$ cat src/rtl/chan_link_pkg.sv
package chan_link_pkg;

   typedef enum logic [1:0] {
      GATE_OPEN   = 2'd0,
      GATE_CLOSE  = 2'd1,
      GATE_REFUSE = 2'd2
   } gate_dec_t;

   // Decision for one channel on a connect-mask write.
   function automatic gate_dec_t gate_decide(input logic want,
                                             input logic idle_hi,
                                             input logic force_en);
      gate_dec_t d;
      if (!want)
         d = GATE_OPEN;
      else if (idle_hi || force_en)
         d = GATE_CLOSE;
      else
         d = GATE_REFUSE;
      return d;
   endfunction

endpackage

$ cat src/rtl/chan_sync.sv
module chan_sync #(
   parameter int W      = 8,
   parameter int STAGES = 2
) (
   input  logic         clk,
   input  logic         rst_n,
   input  logic         clr,
   input  logic [W-1:0] d,
   output logic [W-1:0] q
);

   if (W < 1) begin : g_bad_w
      $error("chan_sync: W must be at least 1");
   end
   if (STAGES < 0) begin : g_bad_stages
      $error("chan_sync: STAGES must not be negative");
   end

   if (STAGES == 0) begin : g_bypass
      assign q = d;
   end else begin : g_chain
      logic [STAGES-1:0][W-1:0] stg;
      always_ff @(posedge clk or negedge rst_n) begin
         if (!rst_n) begin
            stg <= '0;
         end else if (clr) begin
            stg <= '0;
         end else begin
            stg[0] <= d;
            for (int s = 1; s < STAGES; s++) begin
               stg[s] <= stg[s-1];
            end
         end
      end
      assign q = stg[STAGES-1];
   end

endmodule

$ cat src/rtl/chan_gate_bank.sv
module chan_gate_bank
   import chan_link_pkg::*;
#(
   parameter int NUM_CH = 4
) (
   input  logic              clk,
   input  logic              rst_n,
   input  logic              enable,
   input  logic              kill,
   input  logic              wr,
   input  logic [NUM_CH-1:0] want,
   input  logic [NUM_CH-1:0] idle_hi,
   input  logic              force_en,
   output logic [NUM_CH-1:0] sw_en,
   output logic [NUM_CH-1:0] refuse
);

   if (NUM_CH < 1) begin : g_bad_n
      $error("chan_gate_bank: NUM_CH must be at least 1");
   end

   logic accept_wr;
   assign accept_wr = enable && !kill && wr;

   for (genvar i = 0; i < NUM_CH; i++) begin : g_ch
      gate_dec_t dec;
      logic      sw_q;

      assign dec = gate_decide(want[i], idle_hi[i], force_en);

      always_ff @(posedge clk or negedge rst_n) begin
         if (!rst_n) begin
            sw_q <= 1'b0;
         end else if (!enable || kill) begin
            sw_q <= 1'b0;
         end else if (wr) begin
            sw_q <= (dec == GATE_CLOSE);
         end
      end

      assign sw_en[i]  = sw_q;
      assign refuse[i] = accept_wr && (dec == GATE_REFUSE);
   end

endmodule

$ cat src/rtl/fail_latch.sv
module fail_latch (
   input  logic clk,
   input  logic rst_n,
   input  logic enable,
   input  logic set,
   input  logic clr,
   output logic q
);

   always_ff @(posedge clk or negedge rst_n) begin
      if (!rst_n) begin
         q <= 1'b0;
      end else if (!enable) begin
         q <= 1'b0;
      end else if (set) begin
         q <= 1'b1;
      end else if (clr) begin
         q <= 1'b0;
      end
   end

endmodule

$ cat src/rtl/chan_link_ctrl.sv
module chan_link_ctrl #(
   parameter int NUM_CH      = 4,
   parameter int SYNC_STAGES = 2
) (
   input  logic              clk,
   input  logic              rst_n,
   input  logic              enable,
   input  logic              req_we,
   input  logic [NUM_CH-1:0] req_data,
   input  logic              cfg_we,
   input  logic              cfg_force,
   input  logic              fail_clr,
   input  logic              stuck_timeout,
   input  logic [NUM_CH-1:0] ds_sda,
   input  logic [NUM_CH-1:0] ds_scl,
   output logic [NUM_CH-1:0] bus_hi,
   output logic [NUM_CH-1:0] sw_en,
   output logic              ready,
   output logic              conn_fail
);

   localparam int SYNC_W = 2 * NUM_CH;

   if (NUM_CH < 1 || NUM_CH > 32) begin : g_bad_n
      $error("chan_link_ctrl: NUM_CH out of range 1..32");
   end
   if (SYNC_STAGES < 0 || SYNC_STAGES > 4) begin : g_bad_sync
      $error("chan_link_ctrl: SYNC_STAGES out of range 0..4");
   end

   logic [SYNC_W-1:0] line_raw;
   logic [SYNC_W-1:0] line_syn;
   logic [NUM_CH-1:0] refuse;
   logic              force_q;

   assign line_raw = {ds_scl, ds_sda};

   chan_sync #(
      .W      (SYNC_W),
      .STAGES (SYNC_STAGES)
   ) u_sync (
      .clk   (clk),
      .rst_n (rst_n),
      .clr   (!enable),
      .d     (line_raw),
      .q     (line_syn)
   );

   // The bus counts as idle only when both lines read high.
   assign bus_hi = line_syn[NUM_CH-1:0] & line_syn[SYNC_W-1:NUM_CH];

   always_ff @(posedge clk or negedge rst_n) begin
      if (!rst_n) begin
         force_q <= 1'b0;
      end else if (!enable) begin
         force_q <= 1'b0;
      end else if (cfg_we) begin
         force_q <= cfg_force;
      end
   end

   chan_gate_bank #(
      .NUM_CH (NUM_CH)
   ) u_gates (
      .clk      (clk),
      .rst_n    (rst_n),
      .enable   (enable),
      .kill     (stuck_timeout),
      .wr       (req_we),
      .want     (req_data),
      .idle_hi  (bus_hi),
      .force_en (force_q),
      .sw_en    (sw_en),
      .refuse   (refuse)
   );

   fail_latch u_fail (
      .clk    (clk),
      .rst_n  (rst_n),
      .enable (enable),
      .set    (|refuse),
      .clr    (fail_clr),
      .q      (conn_fail)
   );

   assign ready = |sw_en;

endmodule

$ cat config.mk
export PLATFORM = sky130hd
export DESIGN_NAME = chan_link_ctrl
export DESIGN_NICKNAME = d
export VERILOG_FILES = /design/src/rtl/chan_link_pkg.sv /design/src/rtl/chan_sync.sv /design/src/rtl/chan_gate_bank.sv /design/src/rtl/fail_latch.sv /design/src/rtl/chan_link_ctrl.sv
export SDC_FILE = /design/constraint.sdc
export NUM_CORES = 1
export LEC_CHECK = 0
export BUFFER_PORTS_ARGS = -buffer_cell sky130_fd_sc_hd__buf_2
export CAP_MARGIN = 5
export CORE_MARGIN = 3
export CORE_UTILIZATION = 51
export DETAILED_ROUTE_END_ITERATION = 12
export GPL_TIMING_DRIVEN = 1
export PLACE_DENSITY = 0.81
export SETUP_SLACK_MARGIN = 0.02
export SYNTH_ARGS = -nofsm -noshare
export SYNTH_HDL_FRONTEND = slang
export SYNTH_SLANG_ARGS = --single-unit
$ cat constraint.sdc
create_clock -name clk -period 2.6 [get_ports clk]
set_clock_uncertainty 0.05 [all_clocks]
set_input_delay 0.26 -clock clk [delete_from_list [all_inputs] [get_ports clk]]
set_output_delay 0.26 -clock clk [all_outputs]
set_load 0.03 [all_outputs]
* Yosys cells after proc, flatten, opt, wreduce, memory -nomap -nowiden
Index checks and enable logic that the tools add are counted.
** Word-level totals
- Bits in registers :: 22
- Input port bits :: 20
- Output and inout bits :: 10
- Word-level logic and storage cells :: 57
** Operators by class
- Equal/unequal tests :: 10
- Mux-type cells :: 22
- Bitwise operators :: 1
- Reduce and logical (&&, ||, !) cells :: 16
** Operators with widths (number)
- 2-to-1 mux 16 bit :: 1
- 2-to-1 mux 2 bit :: 8
- 2-to-1 mux 1 bit :: 13
- equality test 2 x 1 -> 1 bit (second input constant) :: 4
- equality test 2 bit (second input constant) :: 4
- OR reduction 4 bit :: 2
- logical AND 1 bit :: 6
- logical OR 1 bit :: 5
- AND 4 bit :: 1
- != test 3 x 1 -> 1 bit (second input constant) :: 1
- zero test 1 bit :: 2
- != test 2 x 1 -> 1 bit (second input constant) :: 1
- nonzero test 2 bit :: 1

* Depth between registers and ports, before layout
Gate-level depths: netlist of the first run.
- Depth after elaboration :: 9
- Mapped depth :: 4
- Gate-level depth less buffers :: 4

* Modules after synthesis
A second synthesis of the first run with hierarchy kept.
** Unflattened totals
- Cells, all modules :: 86
- Area, all modules :: 1021.0 µm²
** By module, submodules not included
- chan_sync :: times used 1, cells an instance 41, area an instance 604.3 µm², sequential area each 400.4 µm²
- chan_gate_bank :: times used 1, cells an instance 32, area an instance 287.8 µm², sequential area each 100.1 µm²
- chan_link_ctrl :: times used 1, cells an instance 10, area an instance 82.6 µm², sequential area each 25.0 µm²
- fail_latch :: times used 1, cells an instance 3, area an instance 46.3 µm², sequential area each 25.0 µm²

* Worst setup path before layout of the first run
No wires, ideal clock.
- Path kind :: register -> output
- Start point :: reg u_gates.g_ch[2].sw_q
- End point :: out ready
- Arrival time :: 1048 ps
- Data required time :: 2290 ps
- Slack :: 1242 ps
- Cell stages (with the launch flop) :: 2
- Path buffers :: 0
- Cells stage by stage :: dfrtp_1 -> or4_1
** On the way
- Word-level cells in the longest chain between the ends :: 1
** Ends and longest elaborated chain
- start: declaration :: line chan_gate_bank.sv:27 : logic sw_q;
- start signal: assignment :: line chan_gate_bank.sv:37 : sw_q <= (dec == GATE_CLOSE);
- OR reduction 4 bit :: line chan_link_ctrl.sv:86 : assign ready = |sw_en;
- end: declaration :: line chan_link_ctrl.sv:18 : output logic ready,
No other way between the ends.

* Worst setup path after layout of the first run
Ends and elaborated chain as after synthesis.

==> metrics.md, run 1 <==
| Metric | Value |
|---|---|
| Share of cells above drive strength 1 | `35.92%` |
| Fin. max-slew vios | `0` |
| Die Wd | `47.59 um` |
| Synth top area share | `62.41%` |
| Placed Area | `0.001013 sq mm` |
| Slew at the pin closest to its max-slew limit | `455.6 ps` |
| Core Area | `0.001559 sq mm` |
| Final min period | `1703 ps` |
| Pwr per Cell Area | `563.7 mW/mm^2` |
| Tot Pwr | `597.4 uW` |
| Sequential fraction of the synthesis area | `62.41%` |
| Main synth FF type | `dfrtp_1` |
| Post-route ant nets | `0` |
| Starting Density | `56.58%` |
| CTS Buffer Depth | `2` |
| Fin. Hold Viols | `0` |
| Largest stage delay, worst path | `510 ps` |
| Setup crit end | `ready` |
| Filler Cell Count | `118` |
| Synth warn | `0` |
| Leakage | `0.0005749 uW` |
| Met2 Use GR | `26.74%` |
| Largest area contributor in the netlist | `dfrtp_1` |
| Total I/O pin count | `30` |
| Reg clk slew, reported paths | `110 ps` |
| Maximum vdd drop | `0.3580 mV` |
| First-pass GRT wire length | `2.283 mm` |
| Unrepaired setup endpoints after global routing | `no` |
| Met3 Use GR | `4.511%` |
| Vias in the first global route | `563` |
| Gr ovfl total | `0` |
| Sink Count | `22` |
| GRT Total Usage | `15.19%` |
| Buffers plus inverters on the worst setup path | `1` |
| Syn Nets | `94` |
| Total CTS buffers | `3` |
| CTS Root Cell | `clkbuf_4` |
| Area of the die | `0.002265 sq mm` |
| Post-CTS sizing | `0` |
| Number of remaining DRC errors | `0` |
| WP data required | `2290 ps` |
| Top delay family on crit path | `simple AND/OR/NAND/NOR gates` |
| Routed WL per cell | `12.40 um` |
| Row count | `14` |
| Finished layout cell area | `0.001060 sq mm` |
| Mapped Cells | `74` |
| NumNets Final | `124` |
| CP Cell Sequence | `or4_1 > buf_2` |
| Final setup fails | `0` |
| Period utilization | `65.52%` |
| H-tree levels | `1` |
| R2r endpoint | `u_fail.q` |
| Met1 usage | `17.03%` |
| Setup crit start | `u_gates.g_ch[2].sw_q` |
| Storage element area | `550.5 sq um` |
| Status | `completed` |
| Layer with the highest usage | `met2` |
| Routability cong. | `0.7597` |
| Setup_tns | `0 ps` |
| Initial antenna violation count | `0` |
| Mapped Area | `882.1 sq um` |
| Max-Cap Viols | `0` |
| Final Util | `67.98%` |
| Via Count | `615` |
| Headroom to the max-slew limit | `69.63%` |
| Area grow syn2layout | `20.14%` |
| Top cells by area, synth | `dfrtp_1 62%, and2_1 14%, buf_4 3.4%` |
| Routed wire length | `1.476 mm` |
| CP endpoint kind | `primary output` |
| Crit path kind | `register to primary output` |
| CTS tree | `done` |
| DR iter-0 viols | `10` |
| R2R setup slack | `1360 ps` |
| First-pass DRT Iterations | `4` |
| Worst Hold Class | `primary input to register` |
| Syn Area/Cell | `11.92 sq um` |
| CP Data Arrival Time | `1390 ps` |
| Ant diodes | `0` |
| Port buffer count | `29` |
| Hpwl dp | `1.099 mm` |
| Worst r2r src | `force_q` |
| Unique cell type count in the Yosys netlist | `20` |
| Async set-reset flop share out of synthesis | `100.0%` |
| Largest net degree at the start of global routing | `23` |
| Post-synth EDFFs | `0` |
| Critical Path Stages | `2` |
| Critical path's slowest cell | `or4_1` |
| Hold path start | `ds_scl[1]` |
| Die height | `47.59 um` |
| F_max | `0.5870 GHz` |
| Clock Latency Late Sink | `300 ps` |
| Startpoint types | `register` |
| Mean number of vias per cell | `5.168` |
| Reg2Reg Depth | `4` |
| Area of the multi-input gates | `286.5 sq um` |
| Peak fanout along the critical path | `3` |
| Yosys reg bits | `22` |
-- repair_timing --
item | in CTS | in global routing
hold buffers | 1 | 0
hold endpoints to repair | 22 | 0
buffers inserted | 0 | 0
-- placed cells by master (no fill, tap or decap), drive strengths merged, types with 2 or more instances in the layout --
cell type / n
buf: 29
dfrtp: 22
and2: 20
nand2: 4
a21oi: 4
clkbuf: 4
inv: 3
nand3: 2
o211ai: 2
nor2: 2
a21o: 2
-- where the power goes --
group          leakage [uW]  internal [uW]  total, uW  switching [uW]
clock network     0.0000210           85.4        178            92.6
registers          0.000293            355        360            5.33
logic              0.000261           26.7       59.0            32.3
total              0.000575            467        597             130
-- synthesized netlist by cell type, types with 2 or more instances --
| library cell | instances |
|---|---|
| dfrtp_1 | 22 |
| nor2_1 | 2 |
| inv_1 | 3 |
| a21oi_1 | 4 |
| o211ai_1 | 2 |
| buf_4 | 4 |
| and2_1 | 20 |
| nand3_1 | 2 |
| nand2_1 | 4 |
-- state kept, by name, summed over array words and instances (netlist names) --
register and count:
u_sync.q 8, force_q 1, u_sync.g_chain.stg 8, u_fail.q 1
u_gates.g_ch.sw_q 4
-- worst min path at each step --
stage / depth (start not counted) / end
after floorplan: 0 / force_q
after detailed placement: 1 / force_q
after global routing: 2 / u_sync.g_chain.stg[3]
after CTS: 2 / u_sync.g_chain.stg[0]
after global placement: 1 / u_sync.q[2]
final: 2 / u_sync.g_chain.stg[5]
-- stage by stage --
step	instances	hold slack, ps	worst slack [ps]
3_5_place_dp	114	179.6	1216
4_1_cts	119	107.1	870.2
2_1_floorplan	74	-85.59	1242
6_report	119	110.6	896.5
3_3_place_gp	114	178.0	1249
5_1_grt	119	98.78	817.7
-- final cells by class --
cell class / instances / share of cell area, %
clock buffers: 4 / 3.424
inverters: 3 / 1.063
multi-input cells: 44 / 27.04
flip-flops and latches: 22 / 51.95
well taps: 16 / 1.889
repair buffers: 30 / 14.64
-- routing by layer --
metal | routed length, um | vias up
li1 | - | 301
met1 | 561 | 278
met5 | 0 | -
met3 | 101 | 5
met4 | 25 | 0
met2 | 787 | 31
-- logic make-up (layout without fill, tap and decap cells) --
| group | after synthesis | after routing | share of synthesized area, % |
|---|---|---|---|
| multiplexers | 1 | 1 | 1.135 |
| flip-flops | 22 | 22 | 62.41 |
| AND/OR/NAND/NOR | 32 | 32 | 20.99 |
| buffers and inverters | 8 | 37 | 5.106 |
| AO/OA/AOI/OAI | 11 | 11 | 10.35 |
No activity file was read; power rests on OpenSTA's default activity.
==> run 2: changes to the inputs <==
ABC_AREA = 1   (was unset)
CORE_UTILIZATION = 43   (was 51)
PLACE_DENSITY = 0.72   (was 0.81)
clock period = 1.38 ns   (was 2.6 ns; I/O delays follow)
==> run 2 against run 1 <==
  * First-iteration DRC count increased by 30%
  * Via count increased by 23%
  * Synthesized cell count grew 42%
  * Largest cell class unchanged
  * Largest power group unchanged
==> metrics.md, run 2 <==
| Metric | Value |
|---|---|
| CTS Root Cell | `clkbuf_4` |
| Core Area | `0.002002 sq mm (+28%)` |
| Vias in the first global route | `760 (+35%)` |
| Post-synth EDFFs | `0 (unchanged)` |
| NumNets Final | `164 (+32%)` |
| Post-route setup slack | `165.7 ps (-730.8 ps)` |
| CP Data Arrival Time | `1030 ps (-360 ps)` |
| Post-Layout Cell Count | `170 (+43%)` |
| Placed Area | `0.001072 sq mm (+5.8%)` |
| Finished layout cell area | `0.001225 sq mm (+16%)` |
| Fin. max-slew vios | `0 (unchanged)` |
| R2r endpoint | `u_fail.q` |
| Die height | `52.62 um (+11%)` |
| Mean number of vias per cell | `4.441 (-14%)` |
| Int Pwr | `1031 uW (+120%)` |
| Worst r2r src | `force_q` |
| Net Sw Power | `269.5 uW (+110%)` |
| Post-route ant nets | `0 (unchanged)` |
| Clock Latency Late Sink | `300 ps (about the same)` |
| Count leader, synth | `inv_1` |
| Hold Slack | `13.77 ps (-96.82 ps)` |
| Row count | `16 (+2)` |
| WP data required | `1190 ps (-1100 ps)` |
| Unrepaired setup endpoints after global routing | `no` |
| Share of cells above drive strength 1 | `26.57% (-9.3 points)` |
| Dpl cells | `156 (+37%)` |
| Mapped Area | `934.6 sq um (+6.0%)` |
| Number of remaining DRC errors | `0 (unchanged)` |
| Area grow syn2layout | `31.06%` |
| R2R setup slack | `360 ps (-1000 ps)` |
| Mapped Cells | `105 (+42%)` |
| Commonest cells after routing, fill and taps aside | `29 x buf_2, 27 x inv_1, 23 x nand2_1, 22 x dfrtp_1, 10 x dlygate4sd3_1` |
| Ant diodes | `0 (unchanged)` |
| Clock power share | `36.1% (+6.3 points)` |
| Leakage | `0.0007765 uW (+35%)` |
| Total CTS buffers | `3 (unchanged)` |
| Largest registers | `u_sync.g_chain.stg: 8 flops, u_sync.q: 8 flops, u_gates.g_ch.sw_q: 4 flops` |
| Setup crit start | `u_gates.g_ch[3].sw_q` |
| Max-Cap Viols | `0 (unchanged)` |
| Setup_tns | `0 ps (unchanged)` |
| Reg clk slew, reported paths | `110 ps (about the same)` |
| Reg2Reg Depth | `5 (+1)` |
| Hpwl dp | `1.229 mm (+12%)` |
| Hold Path End | `force_q` |
| Synth warn | `0 (unchanged)` |
| CP endpoint kind | `primary output` |
| Die Wd | `52.62 um (+11%)` |
| Status | `completed` |
| Headroom to the max-slew limit | `69.53% (-0.094 points)` |
| Worst Hold Class | `primary input to register` |
| Most common cell after layout, fill and taps aside | `buf_2` |
| Total I/O pin count | `30 (unchanged)` |
| DR iter-0 viols | `13 (+3)` |
| Async set-reset flop share out of synthesis | `100.0% (unchanged)` |
| Gr ovfl total | `0 (unchanged)` |
| Switching part of the total | `20.73% (-1.1 points)` |
| Combinational fraction of design power | `11.4% (+1.5 points)` |
| Hold path start | `cfg_force` |
| Yosys reg bits | `22 (unchanged)` |
| Peak fanout along the critical path | `2 (-1)` |
| Slew at the pin closest to its max-slew limit | `457.0 ps (+1.410 ps)` |
| Synth top area share | `58.90% (-3.5 points)` |
| First-pass GRT wire length | `2.780 mm (+22%)` |
| Placement Setup Slack | `395.1 ps (-820.8 ps)` |
| Area of the die | `0.002769 sq mm (+22%)` |
| Syn Nets | `125 (+33%)` |
| Routed WL per cell | `10.14 um (-18%)` |
| Sequential fraction of the synthesis area | `58.90% (-3.5 points)` |
| Syn Area/Cell | `8.901 sq um (-25%)` |
| Sink Count | `22 (unchanged)` |
| Via Count | `755 (+23%)` |
| CTS Buffer Depth | `2 (unchanged)` |
| Top cells by area, synth | `dfrtp_1 59%, inv_1 11%, nand2_1 9.2%` |
| F_max | `0.8235 GHz` |
| Pwr per Cell Area | `1062 mW/mm^2 (+88%)` |
| Final min period | `1214 ps` |
| Port buffer count | `29 (unchanged)` |
| Crit path kind | `register to primary output` |
| Routability cong. | `0.7987 (+5.1%)` |
| Hold path depth | `3 (+1)` |
| CTS tree | `done` |
| Largest net degree at the start of global routing | `23 (unchanged)` |
| H-tree levels | `1 (unchanged)` |
| GRT Total Usage | `13.88% (-1.3 points)` |
| Fin. Hold Viols | `0 (unchanged)` |
| Period utilization | `87.99%` |
| Starting Density | `46.69% (-9.9 points)` |
| Final setup fails | `0 (unchanged)` |
| Routed wire length | `1.724 mm (+17%)` |
| Unique cell type count in the Yosys netlist | `15 (-25%)` |
| Flop pwr share | `52.5% (-7.8 points)` |
| Post-synth top cells | `27 x inv_1, 23 x nand2_1, 22 x dfrtp_1, 9 x nor2_1` |
| Post-CTS Repair Setup Buffers | `0 (unchanged)` |
| Largest area contributor in the netlist | `dfrtp_1` |
| First-pass DRT Iterations | `4 (unchanged)` |
| Startpoint types | `register` |
| Initial antenna violation count | `0 (unchanged)` |
| Maximum vdd drop | `0.8621 mV (+140%)` |
| Main synth FF type | `dfrtp_1` |
==> run 2: final cells by class <==
type,instances,area (sq um)
inverters,29,108.9
clock buffers,3,22.52
multi-input cells,48,226.5
clock inverters,1,30.03
repair buffers,40,252.7
fillers,176,777.0
well taps,27,33.78
flip-flops and latches,22,550.5
==> run 2: metal layers <==
metal / wire length [um] / global-route usage [%]
met1: 696 / 14.49
met2: 835 / 25.62
met3: 156 / 2.564
met4: 36 / 7.660
met5: 0 / 0
==> run 2: worst max path at each step <==
stage / to / slack, ps / cells after the start
2_1_floorplan: u_gates.g_ch[2].sw_q / 420 / 4
3_3_place_gp: u_fail.q / 460 / 5
3_5_place_dp: u_fail.q / 400 / 5
4_1_cts: ready / 150 / 3
5_1_grt: ready / 70 / 3
6_report: ready / 170 / 3
==> run 2: timing repair <==
action / in CTS / in global routing
endpoints found under the hold margin: 31 / 0
resized for setup: 0 / 0
setup endpoints to repair: 0 / 0
hold buffers: 10 / 0
==> run 2: logic make-up (layout without fill, tap and decap cells) <==
family,after synthesis,after routing,share of synthesized area [%]
simple gates,41,41,19.95
compound gates,7,7,4.283
flops,22,22,58.90
buf+inv,35,73,16.87
==> run 2: through the flow <==
| step | power [uW] | util [%] |
|---|---|---|
| floorplan | 766.4 | - |
| global placement | 815.7 | 53.56 |
| detailed placement | 822.0 | 53.56 |
| CTS | 1321 | 61.19 |
| global route | 1379 | 61.19 |
| finish | 1300 | 61.19 |
==> run 2: worst max-delay path: stages, from the launching register on <==
cell and delay, ps:
dfrtp_1 390, inv_1 80, nand4_1 80, buf_2 180
==> run 2: power by group through the flow <==
stage / Clock [uW] / Sequential [uW] / Combinational (uW)
after floorplan: 0 / 699 / 67.1
after global placement: 0 / 693 / 122
after detailed placement: 0 / 695 / 127
after CTS: 490 / 682 / 149
after global routing: 528 / 685 / 166
final: 469 / 682 / 149
==> run 3: changes to the inputs <==
CORE_UTILIZATION = 52   (was 43)
PLACE_DENSITY = 0.81   (was 0.72)
clock period = 1.5 ns   (was 1.38 ns; I/O delays follow)
==> run 3 against run 2 <==
  * Final cell count decreased by 1.8%
  * Die area decreased by 15%
  * Worst hold slack improved by 36 ps
  * Flip-flop and latch count unchanged
  * Sequential share of layout area increased by 0.65 points
  * Critical path type unchanged
  * Largest cell class unchanged
  * Largest power group unchanged
==> metrics.md, run 3 (same netlist as run 2, synthesis figures left out) <==
| Metric | Value |
|---|---|
| Reg clk slew, reported paths | `110 ps (about the same)` |
| Post-CTS sizing | `0 (unchanged)` |
| Finished layout cell area | `0.001207 sq mm (-1.4%)` |
| Most common cell after layout, fill and taps aside | `buf_2` |
| Headroom to the max-slew limit | `68.94% (-0.59 points)` |
| Reg2Reg Depth | `5 (unchanged)` |
| Max-Cap Viols | `0 (unchanged)` |
| CTS Root Cell | `clkbuf_4` |
| Leakage | `0.0007690 uW (-0.98%)` |
| Initial antenna violation count | `0 (unchanged)` |
| Status | `completed` |
| Largest registers | `u_sync.g_chain.stg: 8 flops, u_sync.q: 8 flops, u_gates.g_ch.sw_q: 4 flops` |
| Pwr per Cell Area | `893.1 mW/mm^2 (-16%)` |
| WP data required | `1300 ps (+110 ps)` |
| Ant diodes | `0 (unchanged)` |
| Row count | `14 (-2)` |
| First-pass DRT Iterations | `4 (unchanged)` |
| Cts hold-fix bufs | `10 (unchanged)` |
| Area grow syn2layout | `29.18%` |
| Starting Density | `58.63% (+12 points)` |
| Total I/O pin count | `30 (unchanged)` |
| Mean number of vias per cell | `4.443 (about the same)` |
| Hpwl dp | `1.128 mm (-8.2%)` |
| Number of remaining DRC errors | `0 (unchanged)` |
| Routed WL per cell | `10.31 um (+1.6%)` |
| Gr ovfl total | `0 (unchanged)` |
| Tot Pwr | `1078 uW (-17%)` |
| R2R setup slack | `490 ps (+130 ps)` |
| Crit path kind | `register to primary output` |
| Area of the die | `0.002342 sq mm (-15%)` |
| Fin. max-slew vios | `0 (unchanged)` |
| Clock Latency Late Sink | `300 ps (about the same)` |
| Hold Slack | `49.96 ps (+36.19 ps)` |
| Final setup fails | `0 (unchanged)` |
| Routed wire length | `1.721 mm (-0.17%)` |
| F_max | `0.8090 GHz` |
| Sink Count | `22 (unchanged)` |
| First-pass GRT wire length | `3.139 mm (+13%)` |
| Via Count | `742 (-1.7%)` |
| Post-route ant nets | `0 (unchanged)` |
| DR iter-0 viols | `10 (-3)` |
| Hold Path End | `u_gates.g_ch[0].sw_q` |
| Period utilization | `82.41%` |
| Slew at the pin closest to its max-slew limit | `465.9 ps (+8.917 ps)` |
| Routability cong. | `0.8337 (+4.4%)` |
| Worst r2r src | `force_q` |
| CTS tree | `done` |
| Core Area | `0.001594 sq mm (-20%)` |
| R2r endpoint | `u_fail.q` |
| Largest net degree at the start of global routing | `23 (unchanged)` |
| NumNets Final | `164 (unchanged)` |
| Port buffer count | `29 (unchanged)` |
| Startpoint types | `register` |
| Unrepaired setup endpoints after global routing | `no` |
| Maximum vdd drop | `0.7755 mV (-10%)` |
| GRT Total Usage | `17.83% (+3.9 points)` |
| H-tree levels | `1 (unchanged)` |
| Fin. Hold Viols | `0 (unchanged)` |
| CP Data Arrival Time | `1040 ps (about the same)` |
| Die Wd | `48.40 um (-8.0%)` |
| Vias in the first global route | `751 (-1.2%)` |
| CTS Buffer Depth | `2 (unchanged)` |
| Peak fanout along the critical path | `2 (unchanged)` |
| Placement Setup Slack | `381.9 ps (-13.22 ps)` |
| Post-CTS Repair Setup Buffers | `0 (unchanged)` |
| Die height | `48.40 um (-8.0%)` |
| Setup_tns | `0 ps (unchanged)` |
| Share of cells above drive strength 1 | `25.87% (-0.70 points)` |
| Hold path depth | `3 (unchanged)` |
| Hold path start | `req_data[0]` |
| Total CTS buffers | `3 (unchanged)` |
| CP endpoint kind | `primary output` |
| Post-route setup slack | `263.9 ps (+98.18 ps)` |
| Commonest cells after routing, fill and taps aside | `29 x buf_2, 27 x inv_1, 23 x nand2_1, 22 x dfrtp_1, 11 x dlygate4sd3_1` |
| Worst Hold Class | `primary input to register` |
| Placed Area | `0.001061 sq mm (-1.1%)` |
| Final min period | `1236 ps` |
## run 3: cell count changes in the layout (fill, tap and decap cells not counted), sizes merged
cell,before,now
bufinv,1,0
clkbuf,3,4
dlygate4sd3,10,11
buf,30,29
## run 3: through the flow
| step | util [%] | instances |
|---|---|---|
| 2_1_floorplan | - | 105 |
| 3_3_place_gp | 66.56 | 152 |
| 3_5_place_dp | 66.56 | 152 |
| 4_1_cts | 75.12 | 166 |
| 5_1_grt | 75.75 | 167 |
| 6_report | 75.75 | 167 |
## run 3: cell type report
cell class,instances,area [sq um]
sequential,22,550.5
fill,133,386.6
timing repair buffer,40,255.2
multi-input combinational,48,226.5
inverter,29,108.9
clock buffer,4,36.28
tap,24,30.03
## run 3: critical path: stages, from the launching register on
cell and delay (ps):
dfrtp_1 400, inv_1 70, nand4_1 80, buf_2 180
## run 3: per-layer routing
metal	track usage (%)	part of all wire, %	up-vias	wire, um
met1	19.88	39	326	678
met2	31.65	51	32	873
met3	4.601	8.1	3	140
li1	-	-	381	-
met5	0	0	-	0
met4	8.531	1.7	0	29
## run 3: worst max-delay path by stage
stage	from	cells past startpoint	endpoint	slack, ps
3_3_place_gp	enable	5	u_gates.g_ch[0].sw_q	450
2_1_floorplan	u_sync.q[2]	4	u_gates.g_ch[2].sw_q	540
3_5_place_dp	enable	5	u_gates.g_ch[1].sw_q	380
4_1_cts	u_gates.g_ch[1].sw_q	3	ready	240
6_report	u_gates.g_ch[1].sw_q	3	ready	260
5_1_grt	u_gates.g_ch[1].sw_q	3	ready	150
## run 3: where the power goes
group	internal, uW	switching (uW)
Combinational	60.5	74.2
Clock	148	168
Sequential	618	9.92
